File: src/rtl/ledpkt_pkg.sv
package ledpkt_pkg;
    localparam logic [7:0] CODE_START = 8'hFF;
    localparam logic [7:0] CODE_END   = 8'h81;
    localparam logic [7:0] CODE_ALL   = 8'h40;
    localparam logic [7:0] CODE_BURST = 8'h60;

    typedef enum logic [2:0] {
        ST_IDLE,
        ST_ADDR,
        ST_SUB,
        ST_DATA,
        ST_DROP,
        ST_BURST,
        ST_IGNORE
    } pkt_state_t;
endpackage

File: src/rtl/ledpkt_serial_rx.sv
module ledpkt_serial_rx #(
    parameter int BYTE_W      = 8,
    parameter int SYNC_STAGES = 2
) (
    input  logic              clk,
    input  logic              rst_n,
    input  logic              sclk_in,
    input  logic              sda_in,
    output logic              byte_valid,
    output logic [BYTE_W-1:0] byte_data
);
    localparam int CNT_W = $clog2(BYTE_W + 1);

    logic [SYNC_STAGES-1:0] sclk_sync;
    logic [SYNC_STAGES-1:0] sda_sync;
    logic                   sclk_d;
    logic [BYTE_W-1:0]      shreg;
    logic [CNT_W-1:0]       bit_cnt;
    logic                   sclk_s, sda_s, rise, fall;

    assign sclk_s = sclk_sync[SYNC_STAGES-1];
    assign sda_s  = sda_sync[SYNC_STAGES-1];
    assign rise   = sclk_s & ~sclk_d;
    assign fall   = ~sclk_s & sclk_d;

    always_ff @(posedge clk or negedge rst_n) begin
        if (!rst_n) begin
            sclk_sync <= '0;
            sda_sync  <= '0;
            sclk_d    <= 1'b0;
        end else begin
            sclk_sync <= {sclk_sync[SYNC_STAGES-2:0], sclk_in};
            sda_sync  <= {sda_sync[SYNC_STAGES-2:0], sda_in};
            sclk_d    <= sclk_s;
        end
    end

    always_ff @(posedge clk or negedge rst_n) begin
        if (!rst_n) begin
            shreg      <= '0;
            bit_cnt    <= '0;
            byte_valid <= 1'b0;
            byte_data  <= '0;
        end else begin
            byte_valid <= 1'b0;
            if (rise) begin
                shreg <= {shreg[BYTE_W-2:0], sda_s};
                if (bit_cnt != CNT_W'(BYTE_W))
                    bit_cnt <= bit_cnt + 1'b1;
            end else if (fall && bit_cnt == CNT_W'(BYTE_W)) begin
                byte_valid <= 1'b1;
                byte_data  <= shreg;
                bit_cnt    <= '0;
            end
        end
    end

    // a byte is released for a single cycle only
    assert_byte_pulse_R1: assert property (@(posedge clk) disable iff (!rst_n)
        byte_valid |=> !byte_valid);
    // the bit counter never passes one byte
    assert_bitcnt_bound_R1: assert property (@(posedge clk) disable iff (!rst_n)
        bit_cnt <= CNT_W'(BYTE_W));
endmodule

File: src/rtl/ledpkt_fsm.sv
module ledpkt_fsm
    import ledpkt_pkg::*;
#(
    parameter int NUM_CH = 24,
    parameter int ID_W   = 6,
    parameter int DUTY_W = 7,
    parameter int IDX_W  = $clog2(NUM_CH + 1)
) (
    input  logic              clk,
    input  logic              rst_n,
    input  logic              byte_valid,
    input  logic [7:0]        byte_data,
    input  logic [ID_W-1:0]   dev_id,
    output logic              wr_en,
    output logic              wr_all,
    output logic [IDX_W-1:0]  wr_idx,
    output logic [DUTY_W-1:0] wr_val,
    output logic              apply_set
);
    pkt_state_t       state, state_nx;
    logic             sel_all, sel_all_nx;
    logic [IDX_W-1:0] sel_idx, sel_idx_nx;

    logic       is_start, is_end, addr_hit, sub_chan, duty_ok, in_packet;
    logic [4:0] sub_field;

    assign is_start  = byte_data == CODE_START;
    assign is_end    = byte_data == CODE_END;
    assign addr_hit  = !byte_data[7] && (byte_data[0] || byte_data[ID_W:1] == dev_id);
    assign sub_field = byte_data[5:1];
    assign sub_chan  = byte_data[7:6] == 2'b00 && !byte_data[0] &&
                       sub_field != 5'd0 && 32'(sub_field) <= NUM_CH;
    assign duty_ok   = !byte_data[0];
    assign in_packet = state != ST_IDLE && state != ST_IGNORE;

    always_ff @(posedge clk or negedge rst_n) begin
        if (!rst_n) begin
            state   <= ST_IDLE;
            sel_all <= 1'b0;
            sel_idx <= '0;
        end else begin
            state   <= state_nx;
            sel_all <= sel_all_nx;
            sel_idx <= sel_idx_nx;
        end
    end

    always_comb begin
        state_nx   = state;
        sel_all_nx = sel_all;
        sel_idx_nx = sel_idx;
        if (byte_valid) begin
            if (is_start) begin
                state_nx = ST_ADDR;
            end else if (is_end && in_packet) begin
                state_nx = ST_IDLE;
            end else begin
                unique case (state)
                    ST_IDLE, ST_IGNORE: state_nx = state;
                    ST_ADDR: state_nx = addr_hit ? ST_SUB : ST_IGNORE;
                    ST_SUB: begin
                        if (sub_chan) begin
                            state_nx   = ST_DATA;
                            sel_all_nx = 1'b0;
                            sel_idx_nx = IDX_W'(sub_field - 5'd1);
                        end else if (byte_data == CODE_ALL) begin
                            state_nx   = ST_DATA;
                            sel_all_nx = 1'b1;
                        end else if (byte_data == CODE_BURST) begin
                            state_nx   = ST_BURST;
                            sel_all_nx = 1'b0;
                            sel_idx_nx = '0;
                        end else begin
                            state_nx = ST_DROP;
                        end
                    end
                    ST_DATA, ST_DROP: state_nx = ST_SUB;
                    ST_BURST: begin
                        if (duty_ok && 32'(sel_idx) < NUM_CH)
                            sel_idx_nx = sel_idx + 1'b1;
                    end
                    default: state_nx = ST_IDLE;
                endcase
            end
        end
    end

    always_comb begin
        wr_en     = 1'b0;
        wr_all    = 1'b0;
        wr_idx    = sel_idx;
        wr_val    = byte_data[7:1];
        apply_set = byte_valid && is_end && in_packet;
        if (byte_valid && !is_start && duty_ok) begin
            unique case (state)
                ST_DATA: begin
                    wr_en  = 1'b1;
                    wr_all = sel_all;
                end
                ST_BURST: wr_en = 32'(sel_idx) < NUM_CH;
                default:  wr_en = 1'b0;
            endcase
        end
    end

    // no activity while an address miss is in force
    assert_ignore_silent_R3: assert property (@(posedge clk) disable iff (!rst_n)
        state == ST_IGNORE |-> !wr_en && !apply_set);
    // the burst position stays within the bank
    assert_burst_bound_R6: assert property (@(posedge clk) disable iff (!rst_n)
        32'(sel_idx) <= NUM_CH);
    // a single-channel write always names a real channel
    assert_write_index_R4: assert property (@(posedge clk) disable iff (!rst_n)
        wr_en && !wr_all |-> 32'(wr_idx) < NUM_CH);
    // an apply request closes the packet
    assert_end_closes_R8: assert property (@(posedge clk) disable iff (!rst_n)
        apply_set |=> state == ST_IDLE);
    // a start byte always leads to address parsing
    assert_start_restart_R2: assert property (@(posedge clk) disable iff (!rst_n)
        byte_valid && byte_data == CODE_START |=> state == ST_ADDR);
endmodule

File: src/rtl/ledpkt_stage.sv
module ledpkt_stage #(
    parameter int NUM_CH = 24,
    parameter int DUTY_W = 7,
    parameter int IDX_W  = $clog2(NUM_CH + 1)
) (
    input  logic                     clk,
    input  logic                     rst_n,
    input  logic                     wr_en,
    input  logic                     wr_all,
    input  logic [IDX_W-1:0]         wr_idx,
    input  logic [DUTY_W-1:0]        wr_val,
    input  logic                     apply_set,
    output logic [NUM_CH*DUTY_W-1:0] duty_flat,
    output logic                     apply_req
);
    for (genvar g = 0; g < NUM_CH; g++) begin : g_chan
        logic [DUTY_W-1:0] duty_q;
        always_ff @(posedge clk or negedge rst_n) begin
            if (!rst_n)
                duty_q <= '0;
            else if (wr_en && (wr_all || wr_idx == IDX_W'(g)))
                duty_q <= wr_val;
        end
        assign duty_flat[g*DUTY_W +: DUTY_W] = duty_q;
    end

    always_ff @(posedge clk or negedge rst_n) begin
        if (!rst_n) apply_req <= 1'b0;
        else        apply_req <= apply_set;
    end

    // the apply request lasts one cycle
    assert_apply_single_R8: assert property (@(posedge clk) disable iff (!rst_n)
        apply_req |=> !apply_req);
endmodule

File: src/rtl/ledpkt_decoder.sv
module ledpkt_decoder #(
    parameter int NUM_CH = 24,
    parameter int ID_W   = 6,
    parameter int DUTY_W = 7
) (
    input  logic                     clk,
    input  logic                     rst_n,
    input  logic                     sclk_in,
    input  logic                     sda_in,
    input  logic [ID_W-1:0]          dev_id,
    output logic [NUM_CH*DUTY_W-1:0] duty_flat,
    output logic                     apply_req
);
    localparam int IDX_W = $clog2(NUM_CH + 1);

    logic              byte_valid;
    logic [7:0]        byte_data;
    logic              wr_en, wr_all, apply_set;
    logic [IDX_W-1:0]  wr_idx;
    logic [DUTY_W-1:0] wr_val;

    ledpkt_serial_rx #(.BYTE_W(8), .SYNC_STAGES(2)) u_rx (
        .clk(clk), .rst_n(rst_n), .sclk_in(sclk_in), .sda_in(sda_in),
        .byte_valid(byte_valid), .byte_data(byte_data)
    );

    ledpkt_fsm #(.NUM_CH(NUM_CH), .ID_W(ID_W), .DUTY_W(DUTY_W), .IDX_W(IDX_W)) u_fsm (
        .clk(clk), .rst_n(rst_n), .byte_valid(byte_valid), .byte_data(byte_data),
        .dev_id(dev_id), .wr_en(wr_en), .wr_all(wr_all), .wr_idx(wr_idx),
        .wr_val(wr_val), .apply_set(apply_set)
    );

    ledpkt_stage #(.NUM_CH(NUM_CH), .DUTY_W(DUTY_W), .IDX_W(IDX_W)) u_stage (
        .clk(clk), .rst_n(rst_n), .wr_en(wr_en), .wr_all(wr_all), .wr_idx(wr_idx),
        .wr_val(wr_val), .apply_set(apply_set), .duty_flat(duty_flat),
        .apply_req(apply_req)
    );
endmodule

File: config.mk
export PLATFORM = sky130hd
export DESIGN_NAME = ledpkt_decoder
export DESIGN_NICKNAME = d
export VERILOG_FILES = /design/src/rtl/ledpkt_pkg.sv /design/src/rtl/ledpkt_serial_rx.sv /design/src/rtl/ledpkt_fsm.sv /design/src/rtl/ledpkt_stage.sv /design/src/rtl/ledpkt_decoder.sv
export SDC_FILE = /design/constraint.sdc
export NUM_CORES = 1
export LEC_CHECK = 0
export ABC_AREA = 1
export BUFFER_PORTS_ARGS = -buffer_cell sky130_fd_sc_hd__buf_2
export CAP_MARGIN = 10
export CORE_MARGIN = 10
export CORE_UTILIZATION = 45
export DETAILED_ROUTE_END_ITERATION = 6
export PLACE_DENSITY = 0.67
export SLEW_MARGIN = 20
export SYNTH_ARGS = -nofsm -noshare
export SYNTH_HDL_FRONTEND = slang
export SYNTH_SLANG_ARGS = --single-unit
File: constraint.sdc
create_clock -name clk -period 4.1 [get_ports clk]
set_input_delay 0.82 -clock clk [delete_from_list [all_inputs] [get_ports clk]]
set_output_delay 0.82 -clock clk [all_outputs]
set_load 0.02 [all_outputs]
==> results.ini <==
[status]
status=finished, final reports clean

[sta]
final_hold_viol_count=0
fin_crit_ns=2.53
worst_pin_slew_ns=0.900
grt_setup_unrepaired=false
max_freq_mhz=396
setup_tns_ns=0
max-slew-margin-rel=0.397
hold_slack_ns=0.347
setup_viol_count_final=0
fin_skew_ns=0.0162
fin_ws_ns=1.57
period_share=0.616
maxSlewViolCount=0

[worst_setup_path]
crit_required_ns=4.50
end_kind=flop
startpoint_type=flop
cp_top_family=simple AND/OR/NAND/NOR gates
crit_arrival_ns=2.92
slowest_stage=nand2_1
crit_fanout=27
crit_path_frequent_cell=nand2_1
path_cells=buf_4 -> inv_1 -> nor3_1 -> nand2_1 -> nand2_2 -> inv_2 -> nand3_4 -> nand2_1 -> nand2_1 -> nand2_1 -> nand2_1
critPathMaxStageDelay_ns=0.41
critPathKind=reg -> reg
crit_buf_inv=3

[global_routing]
grt_util_all_layers=0.188
globalRouteOverflowTotal=0
grt_pass1_vias=7367
grt_max_degree=105
grt_antenna_before_repair=0
grt_pass1_wl_um=40600

[power]
ir_drop_v=0.000318
p_leak_nw=6.74
power_density_mw_per_mm2=453
total_power_mw=4.98

[logic_synthesis]
synth_fp_nets=1079
netlist_area_mm2=0.00911
synth_area_leaders=dfrtp_1, nand2_1, nand3_1
synth_area_leader_cell=dfrtp_1
avgSynthCellArea_um2=8.59
ys_seq_elements=204
synth_top_area_frac=0.560
ys_types=27
syn_inst=1060
ys_seq_area_frac=0.560
yosysWarnings=0

[clocking]
cts_resized=0
cts_buffers=22
cts_tree=built
post_cts_buffers=0
ctsHtreeMaxLevel=1
cts.sinks=204
clock_latency_ns=0.50
cts_root_buf=clkbuf_16
path_clk_slew_ns=0.07
ctsHoldBuffers=0
cts_buffer_depth=3

[drt]
dr.pass1.iters=5
dr.first_iter.drc_count=454
routed_wl_um=25300
wire_per_inst_um=16.8
postRouteAntennaNets=0
drc_errors=0
via_count=7707
viasPerCell=5.12

[finish]
synthToLayoutAreaGrowth_pct=20.5
layout_commonest_cell=nand2_1
drive_gt1_frac=0.221
final_cell_mix=nand2_1, nand3_1, dfrtp_1
diodes=0
final_nets=1244
finalCoreUtilization=0.557
finalNonFillerCells=1504
final_area_mm2=0.0110

[die]
ioPinCount=179
die_x_um=162
initial_core_util=0.462
rows=51
die_area_mm2=0.0263
die_y_um=162
core_area_mm2=0.0197

[job]
max_cap_violations=0

[placement]
gp_congestion=0.848
port_buffers=178
dpl.cell_count=1466
pre_cts_ws_ns=1.58
post_dp_cell_area_mm2=0.0102
dpl.hpwl_um=16700

[worst_hold_path]
min_path_type=reg -> reg

-- cells by family (layout without fill, tap and decap cells) --
kind of cell | count (synthesis) | count (layout) | synth area share
compound gates | 25 | 25 | 0.0141
flops | 204 | 204 | 0.560
buf+inv | 89 | 268 | 0.0445
xor+xnor | 5 | 5 | 0.00481
simple gates | 728 | 728 | 0.364
fa+ha+maj | 9 | 9 | 0.0124
-- registers in the layout, indices dropped and copies added (netlist names) --
signal and cells:
u_rx.shreg 8, u_rx.sclk_sync 2, u_fsm.state 3, u_fsm.wr_idx 5
u_fsm.sel_all 1, u_rx.sclk_d 1, u_rx.sda_sync 2, u_stage.apply_req 1
u_rx.byte_valid 1, u_rx.bit_cnt 4, u_stage.g_chan.duty_q 168, u_rx.byte_data 8
-- final timing paths --
| check | start | cells after the start | slack [ns] | endpoint |
|---|---|---|---|---|
| max | u_rx.byte_data[6] | 11 | 1.57 | u_stage.g_chan[17].duty_q[4] |
| min | u_rx.sclk_sync[0] | 0 | 0.35 | u_rx.sclk_sync[1] |
| max reg2reg | u_rx.byte_data[6] | 11 | 1.57 | u_stage.g_chan[17].duty_q[4] |
| min reg2reg | u_rx.sclk_sync[0] | 0 | 0.35 | u_rx.sclk_sync[1] |
| max in group asynchronous | rst_n | 2 | 2.85 | u_stage.g_chan[23].duty_q[2] |
| min in group asynchronous | rst_n | 1 | 0.41 | u_stage.g_chan[12].duty_q[1] |
-- report_power, final --
group	leakage [nW]	internal (mW)	switching [mW]
registers	2.82	2.08	0.0540
logic	3.55	0.185	0.579
clock network	0.370	1.28	0.795
total	6.74	3.55	1.43
-- area by class of cell --
type                       instances  area (µm²)
sequential                       204        5100
clock inverter                     8         120
tap                              265         332
timing repair buffer             190        1030
inverter                          40         150
clock buffer                      30         642
fill                            1838        8740
multi-input combinational        767        3600
-- cells in the mapped netlist (all sizes together) --
cell	instances
xnor2	1
nand4	6
clkbuf	18
nor2	23
buf	31
inv	39
nor3b	1
o21bai	1
nand2	477
xor2	4
o22ai	1
ha	9
nand3	215
dfrtp	204
clkinv	1
nor3	6
o21ai	20
a21oi	3
-- layer usage --
layer | vias up | global-route usage | wire length, µm
met5 | - | 0 | 0
met4 | 0 | 0.0426 | 443
met3 | 36 | 0.0425 | 1830
met2 | 250 | 0.307 | 12000
met1 | 3686 | 0.248 | 11000
li1 | 3735 | - | -
Note: power is estimated with default switching activity, not from simulation.
